==> src/rtl/ifs_pkg.sv <==
package ifs_pkg;
  localparam int unsigned FRAME_SLOTS = 18;
  localparam logic [4:0]  SP_REG      = 5'd2;
  localparam logic [1:0]  PRIV_MACHINE = 2'b11;

  localparam logic [3:0] CAUSE_ILLEGAL = 4'd2;
  localparam logic [3:0] CAUSE_LD_MIS  = 4'd4;
  localparam logic [3:0] CAUSE_LD_ACC  = 4'd5;
  localparam logic [3:0] CAUSE_ST_MIS  = 4'd6;
  localparam logic [3:0] CAUSE_ST_ACC  = 4'd7;

  typedef enum logic [1:0] {S_IDLE, S_ISSUE, S_WAIT, S_FIN} ifs_state_t;
  typedef enum logic [1:0] {SRC_GPR, SRC_CAUSE, SRC_EPC} slot_kind_t;
endpackage

==> src/rtl/ifs_slot_map.sv <==
module ifs_slot_map
  import ifs_pkg::*;
#(
  parameter int unsigned IDXW = 5
) (
  input  logic [IDXW-1:0] slot,
  output slot_kind_t      kind,
  output logic [4:0]      gpr
);
  // slot 0/1 are CSRs; the rest walk x1, x5..x7, x10..x17, x28..x31
  always_comb begin
    int s;
    s    = int'(slot);
    kind = SRC_GPR;
    gpr  = 5'd0;
    if (s == 0)       kind = SRC_CAUSE;
    else if (s == 1)  kind = SRC_EPC;
    else if (s == 2)  gpr  = 5'd1;
    else if (s <= 5)  gpr  = 5'(s + 2);
    else if (s <= 13) gpr  = 5'(s + 4);
    else              gpr  = 5'(s + 14);
  end
endmodule

==> src/rtl/ifs_slot_ctr.sv <==
module ifs_slot_ctr #(
  parameter int unsigned SLOTS = 18,
  localparam int unsigned IDXW = $clog2(SLOTS)
) (
  input  logic            clk,
  input  logic            rst,
  input  logic            load,
  input  logic            down,
  input  logic            step,
  output logic [IDXW-1:0] idx,
  output logic            last
);
  localparam logic [IDXW-1:0] TOP = IDXW'(SLOTS - 1);
  logic dir_down;

  always_ff @(posedge clk) begin
    if (rst) begin
      idx      <= '0;
      dir_down <= 1'b0;
    end else if (load) begin
      idx      <= down ? TOP : '0;
      dir_down <= down;
    end else if (step) begin
      idx <= dir_down ? idx - 1'b1 : idx + 1'b1;
    end
  end

  assign last = dir_down ? (idx == '0) : (idx == TOP);
endmodule

==> src/rtl/ifs_frame_addr.sv <==
module ifs_frame_addr #(
  parameter int unsigned XLEN  = 32,
  parameter int unsigned SLOTS = 18,
  localparam int unsigned IDXW = $clog2(SLOTS),
  localparam int unsigned WB   = XLEN / 8
) (
  input  logic [XLEN-1:0] frame_base,
  input  logic [IDXW-1:0] idx,
  output logic [XLEN-1:0] addr
);
  // slot k lives at base + (SLOTS-1-k) words: slot 0 sits highest
  logic [XLEN-1:0] word_off;
  assign word_off = XLEN'(SLOTS - 1) - XLEN'(idx);
  assign addr     = frame_base + word_off * XLEN'(WB);
endmodule

==> src/rtl/irq_ctx_seq.sv <==
module irq_ctx_seq
  import ifs_pkg::*;
#(
  parameter int unsigned XLEN = 32
) (
  input  logic            clk,
  input  logic            rst,
  input  logic            cmd_valid,
  input  logic            cmd_pop,
  input  logic [1:0]      cmd_priv,
  output logic [4:0]      rf_raddr,
  input  logic [XLEN-1:0] rf_rdata,
  output logic            rf_we,
  output logic [4:0]      rf_waddr,
  output logic [XLEN-1:0] rf_wdata,
  input  logic [XLEN-1:0] cause_in,
  input  logic [XLEN-1:0] epc_in,
  output logic            csr_we_cause,
  output logic            csr_we_epc,
  output logic [XLEN-1:0] csr_wdata,
  output logic            mem_req,
  output logic            mem_we,
  output logic [XLEN-1:0] mem_addr,
  output logic [XLEN-1:0] mem_wdata,
  input  logic            mem_rsp,
  input  logic            mem_err,
  input  logic [XLEN-1:0] mem_rdata,
  output logic            done,
  output logic            exc,
  output logic [3:0]      exc_cause,
  output logic            ret,
  output logic [XLEN-1:0] ret_pc
);
  localparam int unsigned WB          = XLEN / 8;
  localparam int unsigned ALIGN       = $clog2(WB);
  localparam int unsigned IDXW        = $clog2(FRAME_SLOTS);
  localparam logic [XLEN-1:0] FRAME_BYTES = XLEN'(FRAME_SLOTS * WB);

  ifs_state_t      state;
  logic            pop_q;
  logic [XLEN-1:0] frame_base;
  logic [XLEN-1:0] ret_pc_q;
  logic [IDXW-1:0] idx;
  logic            idx_last;
  slot_kind_t      kind;
  logic [4:0]      slot_gpr;
  logic [XLEN-1:0] slot_addr;
  logic            cmd_legal, sp_aligned, start, step;

  assign cmd_legal  = (cmd_priv == PRIV_MACHINE);
  assign sp_aligned = (rf_rdata[ALIGN-1:0] == '0);
  assign start      = (state == S_IDLE) && cmd_valid && cmd_legal && sp_aligned;
  assign step       = (state == S_WAIT) && mem_rsp && !mem_err;

  ifs_slot_ctr #(.SLOTS(FRAME_SLOTS)) u_ctr (
    .clk(clk), .rst(rst), .load(start), .down(cmd_pop), .step(step),
    .idx(idx), .last(idx_last)
  );

  ifs_slot_map #(.IDXW(IDXW)) u_map (
    .slot(idx), .kind(kind), .gpr(slot_gpr)
  );

  ifs_frame_addr #(.XLEN(XLEN), .SLOTS(FRAME_SLOTS)) u_addr (
    .frame_base(frame_base), .idx(idx), .addr(slot_addr)
  );

  // idle reads the stack pointer, otherwise the register of the current slot
  assign rf_raddr = (state == S_IDLE) ? SP_REG : slot_gpr;
  assign ret_pc   = ret_pc_q;

  always_ff @(posedge clk) begin
    if (rst) begin
      state        <= S_IDLE;
      pop_q        <= 1'b0;
      frame_base   <= '0;
      ret_pc_q     <= '0;
      rf_we        <= 1'b0;
      rf_waddr     <= '0;
      rf_wdata     <= '0;
      csr_we_cause <= 1'b0;
      csr_we_epc   <= 1'b0;
      csr_wdata    <= '0;
      mem_req      <= 1'b0;
      mem_we       <= 1'b0;
      mem_addr     <= '0;
      mem_wdata    <= '0;
      done         <= 1'b0;
      exc          <= 1'b0;
      exc_cause    <= '0;
      ret          <= 1'b0;
    end else begin
      done         <= 1'b0;
      exc          <= 1'b0;
      ret          <= 1'b0;
      rf_we        <= 1'b0;
      csr_we_cause <= 1'b0;
      csr_we_epc   <= 1'b0;
      unique case (state)
        S_IDLE: begin
          if (cmd_valid) begin
            if (!cmd_legal) begin
              exc       <= 1'b1;
              exc_cause <= CAUSE_ILLEGAL;
            end else if (!sp_aligned) begin
              exc       <= 1'b1;
              exc_cause <= cmd_pop ? CAUSE_LD_MIS : CAUSE_ST_MIS;
            end else begin
              pop_q      <= cmd_pop;
              frame_base <= cmd_pop ? rf_rdata : rf_rdata - FRAME_BYTES;
              state      <= S_ISSUE;
            end
          end
        end
        S_ISSUE: begin
          mem_req  <= 1'b1;
          mem_we   <= !pop_q;
          mem_addr <= slot_addr;
          unique case (kind)
            SRC_CAUSE: mem_wdata <= cause_in;
            SRC_EPC:   mem_wdata <= epc_in;
            default:   mem_wdata <= rf_rdata;
          endcase
          state <= S_WAIT;
        end
        S_WAIT: begin
          if (mem_rsp) begin
            mem_req <= 1'b0;
            if (mem_err) begin
              exc       <= 1'b1;
              exc_cause <= pop_q ? CAUSE_LD_ACC : CAUSE_ST_ACC;
              state     <= S_IDLE;
            end else begin
              if (pop_q) begin
                unique case (kind)
                  SRC_CAUSE: begin
                    csr_we_cause <= 1'b1;
                    csr_wdata    <= mem_rdata;
                  end
                  SRC_EPC: begin
                    csr_we_epc <= 1'b1;
                    csr_wdata  <= mem_rdata;
                    ret_pc_q   <= mem_rdata;
                  end
                  default: begin
                    rf_we    <= 1'b1;
                    rf_waddr <= slot_gpr;
                    rf_wdata <= mem_rdata;
                  end
                endcase
              end
              state <= idx_last ? S_FIN : S_ISSUE;
            end
          end
        end
        S_FIN: begin
          done     <= 1'b1;
          ret      <= pop_q;
          rf_we    <= 1'b1;
          rf_waddr <= SP_REG;
          rf_wdata <= pop_q ? frame_base + FRAME_BYTES : frame_base;
          state    <= S_IDLE;
        end
        default: state <= S_IDLE;
      endcase
    end
  end

  assert_illegal_priv_R1: assert property (@(posedge clk) disable iff (rst)
    (state == S_IDLE && cmd_valid && cmd_priv != PRIV_MACHINE)
      |=> (exc && exc_cause == CAUSE_ILLEGAL && !mem_req));

  assert_word_aligned_R2: assert property (@(posedge clk) disable iff (rst)
    mem_req |-> (mem_addr[ALIGN-1:0] == '0));

  assert_sp_write_at_done_R5: assert property (@(posedge clk) disable iff (rst)
    (rf_we && rf_waddr == SP_REG) |-> done);

  assert_ret_with_done_R6: assert property (@(posedge clk) disable iff (rst)
    ret |-> done);

  assert_fault_quiet_R7: assert property (@(posedge clk) disable iff (rst)
    exc |-> (!mem_req && !done));

  assert_req_hold_R8: assert property (@(posedge clk) disable iff (rst)
    (mem_req && !mem_rsp) |=> (mem_req && $stable(mem_addr) && $stable(mem_wdata) && $stable(mem_we)));

  assert_req_drop_R8: assert property (@(posedge clk) disable iff (rst)
    (mem_req && mem_rsp) |=> !mem_req);

  assert_done_exc_excl_R10: assert property (@(posedge clk) disable iff (rst)
    !(done && exc));

  assert_done_pulse_R10: assert property (@(posedge clk) disable iff (rst)
    done |=> !done);

  assert_exc_pulse_R10: assert property (@(posedge clk) disable iff (rst)
    exc |=> !exc);
endmodule

==> config.mk <==
export PLATFORM = sky130hd
export DESIGN_NAME = irq_ctx_seq
export DESIGN_NICKNAME = d
export VERILOG_FILES = /design/src/rtl/ifs_pkg.sv /design/src/rtl/ifs_slot_map.sv /design/src/rtl/ifs_slot_ctr.sv /design/src/rtl/ifs_frame_addr.sv /design/src/rtl/irq_ctx_seq.sv
export SDC_FILE = /design/constraint.sdc
export NUM_CORES = 1
export LEC_CHECK = 0
export ABC_AREA = 0
export BUFFER_PORTS_ARGS = -buffer_cell sky130_fd_sc_hd__buf_2
export CORE_UTILIZATION = 29
export DETAILED_ROUTE_END_ITERATION = 12
export PLACE_DENSITY = 0.59
export SLEW_MARGIN = 20
export SYNTH_ARGS = -nofsm -noshare
export SYNTH_HDL_FRONTEND = slang
export SYNTH_SLANG_ARGS = --single-unit
export TNS_END_PERCENT = 1
==> constraint.sdc <==
create_clock -name clk -period 7.6 [get_ports clk]
set_clock_uncertainty 0.05 [all_clocks]
set_input_delay 0.38 -clock clk [delete_from_list [all_inputs] [get_ports clk]]
set_output_delay 0.38 -clock clk [all_outputs]
set_load 0.02 [all_outputs]
==> flow_metrics.env <==
export IMPL_nNetsFinal=1905
export IMPL_ys_dominant_reg_cell="dfxtp_1"
export IMPL_dieHeight_um=201
export IMPL_synth_top_area_share_pct=37.7
export IMPL_synth_edf_count=0
export IMPL_clkTransAtPathRegs_ns=0.07
export IMPL_tightest_slew_ns=1.02
export IMPL_syn_avg_cell_area_sq_um=7.62
export IMPL_clk_latency_ns=0.53
export IMPL_hold_end="ret_pc[8]"
export IMPL_drv_slew=0
export IMPL_endpoint_kind="flop"
export IMPL_cts_tree="built"
export IMPL_routedWlPerCell_um=18.6
export IMPL_drc=0
export IMPL_fillCellCount=4178
export IMPL_synth_most_common_cell="nand2_1"
export IMPL_holdCritPathClass="in -> reg"
export IMPL_syn_area_sq_mm=0.0115
export IMPL_power_switching_uw=644
export IMPL_min_delay_start="mem_rdata[8]"
export IMPL_power_frac_comb_pct=6.7
export IMPL_crit_chain="buf_4, clkinv_1, ha_1, fa_1, a211o_1, a21oi_1, o211ai_1, and3_1, or3_1, a32o_1"
export IMPL_grt_pass1_wl_mm=65.6
export IMPL_post_route_period_util_pct=53.4
export IMPL_io_buffers=316
export IMPL_ctsRootBufferMaster="clkbuf_16"
export IMPL_gr_usage_met1_pct=28.5
export IMPL_finalSetupViolations=0
export IMPL_grt_max_degree=78
export IMPL_yosysTopAreaCell="dfxtp_1"
export IMPL_antenna_found_initial=0
export IMPL_via_per_inst=5.20
export IMPL_drv_cap=0
export IMPL_slew_headroom_pct=32.1
export IMPL_reg2reg_slack_ns=3.54
export IMPL_seq_area_frac_synth_pct=37.7
export IMPL_cp_top_family="compound AO/OA/AOI/OAI gates"
export IMPL_synthesis_nets=1669
export IMPL_seqPwrFrac_pct=42.8
export IMPL_ff2ff_path_depth=10
export IMPL_vdd_drop_max_mv=0.159
export IMPL_ios=318
export IMPL_r2r_end="mem_addr[18]"
export IMPL_p_per_area_mw_per_mm2=188
export IMPL_path_buf_inv=2
export IMPL_critPathLaunchType="flop"
export IMPL_swShare_pct=23.8
export IMPL_cts_resized=0
export IMPL_postCtsSetupBuffers=0
export IMPL_use_met2_pct=31.6
export IMPL_clock_path_buffers=3
export IMPL_ctsHoldBuffers=0
export IMPL_drive_gt1_share_pct=22.8
export IMPL_hold_viol=0
export IMPL_required_ns=7.98
export IMPL_die_x_um=201
export IMPL_num_rows=72
export IMPL_core_area_sq_mm=0.0389
export IMPL_syn_to_final_growth_pct=24.8
export IMPL_power_leakage_nw=5.66
export IMPL_cts_buffers=26
export IMPL_multi_input_area_sq_mm=0.00668
export IMPL_diodes=0
export IMPL_async_flop_share_pct=0
export IMPL_fin_crit_ns=4.06
export IMPL_syn_inst=1514
export IMPL_ys_ff_latch=217
export IMPL_wl_mm=42.6
export IMPL_setup_tns_ns=0
export IMPL_crit_cells=10
export IMPL_start_util_pct=29.6
export IMPL_top_usage_layer="met2"
export IMPL_ys_top_cells_by_count="305 x nand2_1, 217 x dfxtp_1, 167 x a21oi_1"
export IMPL_ys_warn_count=0
export IMPL_grt_overflow_total=0
export IMPL_cts_sinks=217
export IMPL_drt_pass1_iterations=5
export IMPL_track_usage_pct=20.4
export IMPL_post_dp_hpwl_mm=31.6
export IMPL_rsz0062_at_grt="no"
export IMPL_final_seq_area_sq_mm=0.00435
export IMPL_vias=11900
export IMPL_fp_dieArea_sq_mm=0.0406
export IMPL_clockPowerShare_pct=50.5
export IMPL_max_freq_mhz=246
export IMPL_drt_initial_drc_count=773
export IMPL_place_gp_congestion=0.889
export IMPL_grt_pass1_vias=11100
export IMPL_power_internal_mw=2.06
export IMPL_htree_num_levels=1
export IMPL_ant_nets=0
export IMPL_met3_usage_pct=3.71
export IMPL_synth_cell_types=72
export IMPL_critPathKind="reg -> reg"
export IMPL_yosys_top_cells_area="dfxtp_1 38%, nand2_1 9.9%, a21oi_1 7.2%, xnor2_1 4.4%, nor2_1 3.6%"
export IMPL_reg2reg_from="u_ctr.idx[0]"
export IMPL_fin_hold_ws_ns=0.0655
export IMPL_slowest_delay_ns=0.55
export IMPL_slowest_stage="buf_4"
export IMPL_crit_arrival_ns=4.44
export IMPL_crit_fanout=41
export IMPL_worstHoldPathCells=3
export IMPL_status="complete, no violations"
-- cell families (layout without fill, tap and decap cells) --
logic type      after synthesis  in the layout  synth area share [%]
simple gates                636            636                  25.2
xor+xnor                     72             72                  5.47
buf+inv                     143            398                  4.86
compound gates              385            385                  21.0
mux                          41             41                  3.57
fa+ha+maj                    19             19                  2.19
flops                       217            217                  37.7
other cells                   1              1                0.0325
-- area by class of cell --
cell class                      instances  share of cell area [%]
Clock inverter                         11                    1.14
Clock buffer                           36                    5.42
Sequential cell                       217                    30.2
Tap cell                              518                    4.50
Inverter                               20                   0.522
Timing Repair Buffer                  331                    11.8
Multi-Input combinational cell       1154                    46.4
-- stage by stage --
| stage | util (%) | setup WS (ns) | power [mW] | area [sq um] | instances |
|---|---|---|---|---|---|
| after global placement | 34.5 | 3.67 | 1.36 | 13400 | 2240 |
| after floorplan | - | 3.88 | 1.27 | 11500 | 1514 |
| final | 37.0 | 3.54 | 2.71 | 14400 | 2287 |
| after detailed placement | 34.5 | 3.56 | 1.36 | 13400 | 2240 |
| after global routing | 37.0 | 3.23 | 2.80 | 14400 | 2287 |
| after CTS | 37.0 | 3.55 | 2.74 | 14400 | 2287 |
-- state kept, by name, summed over array words and instances (netlist names) --
signal and cells:
csr_wdata 32, csr_we_cause 1, csr_we_epc 1, done 1, exc 1, exc_cause 3
frame_base 32, mem_addr 32, mem_req 1, mem_wdata 32, mem_we 1, pop_q 1
ret 1, ret_pc 32, rf_waddr 5, rf_wdata 32, rf_we 1, state 2
u_ctr.dir_down 1, u_ctr.idx 5
-- worst max-delay path by stage --
stage,startpoint,to,slack (ns)
2_1_floorplan,u_ctr.idx[3],mem_addr[18],3.88
3_3_place_gp,u_ctr.idx[2],ret_pc[15],3.67
5_1_grt,u_ctr.idx[0],mem_addr[26],3.23
3_5_place_dp,u_ctr.idx[0],mem_addr[18],3.56
6_report,u_ctr.idx[0],mem_addr[18],3.54
4_1_cts,u_ctr.idx[0],mem_addr[18],3.55
-- metal layers --
layer / vias up / part of all wire (%) / wire length [um]
li1: 5836 / - / -
met1: 5503 / 47 / 19800
met2: 484 / 43 / 18300
met3: 60 / 7.5 / 3190
met4: 0 / 2.9 / 1250
met5: - / 0 / 0
-- worst min-delay path: cells and delay by family --
kind / cells / cell delay, ns
AND/OR/NAND/NOR: 1 / 0.05
buffers and inverters: 1 / 0.12
AO/OA/AOI/OAI: 1 / 0.05
-- layout by cell type, fill, tap and decap left out, types with 9 or more instances in the layout --
| cell type | instances |
|---|---|
| nor3_1 | 32 |
| xor2_1 | 14 |
| o211ai_1 | 42 |
| nand4_1 | 22 |
| buf_4 | 15 |
| clkbuf_16 | 27 |
| nor4_1 | 21 |
| o21a_1 | 13 |
| dfxtp_1 | 216 |
| o21ai_0 | 37 |
| nand2_1 | 304 |
| ha_1 | 17 |
| mux2i_1 | 40 |
| inv_1 | 19 |
| a31oi_1 | 17 |
| a21oi_1 | 167 |
| and3_1 | 16 |
| buf_2 | 315 |
| xnor2_1 | 58 |
| nand3_1 | 51 |
| a211oi_1 | 31 |
| or4_1 | 9 |
| nor2_1 | 110 |
| or3_1 | 14 |
-- power groups by stage --
stage	Clock [mW]	Combinational, mW	Sequential [mW]
after floorplan	0	0.0946	1.18
after global placement	0	0.180	1.18
after detailed placement	0	0.181	1.18
after CTS	1.40	0.181	1.16
after global routing	1.44	0.198	1.16
final	1.37	0.182	1.16
Power figures use the tool's default switching activity.
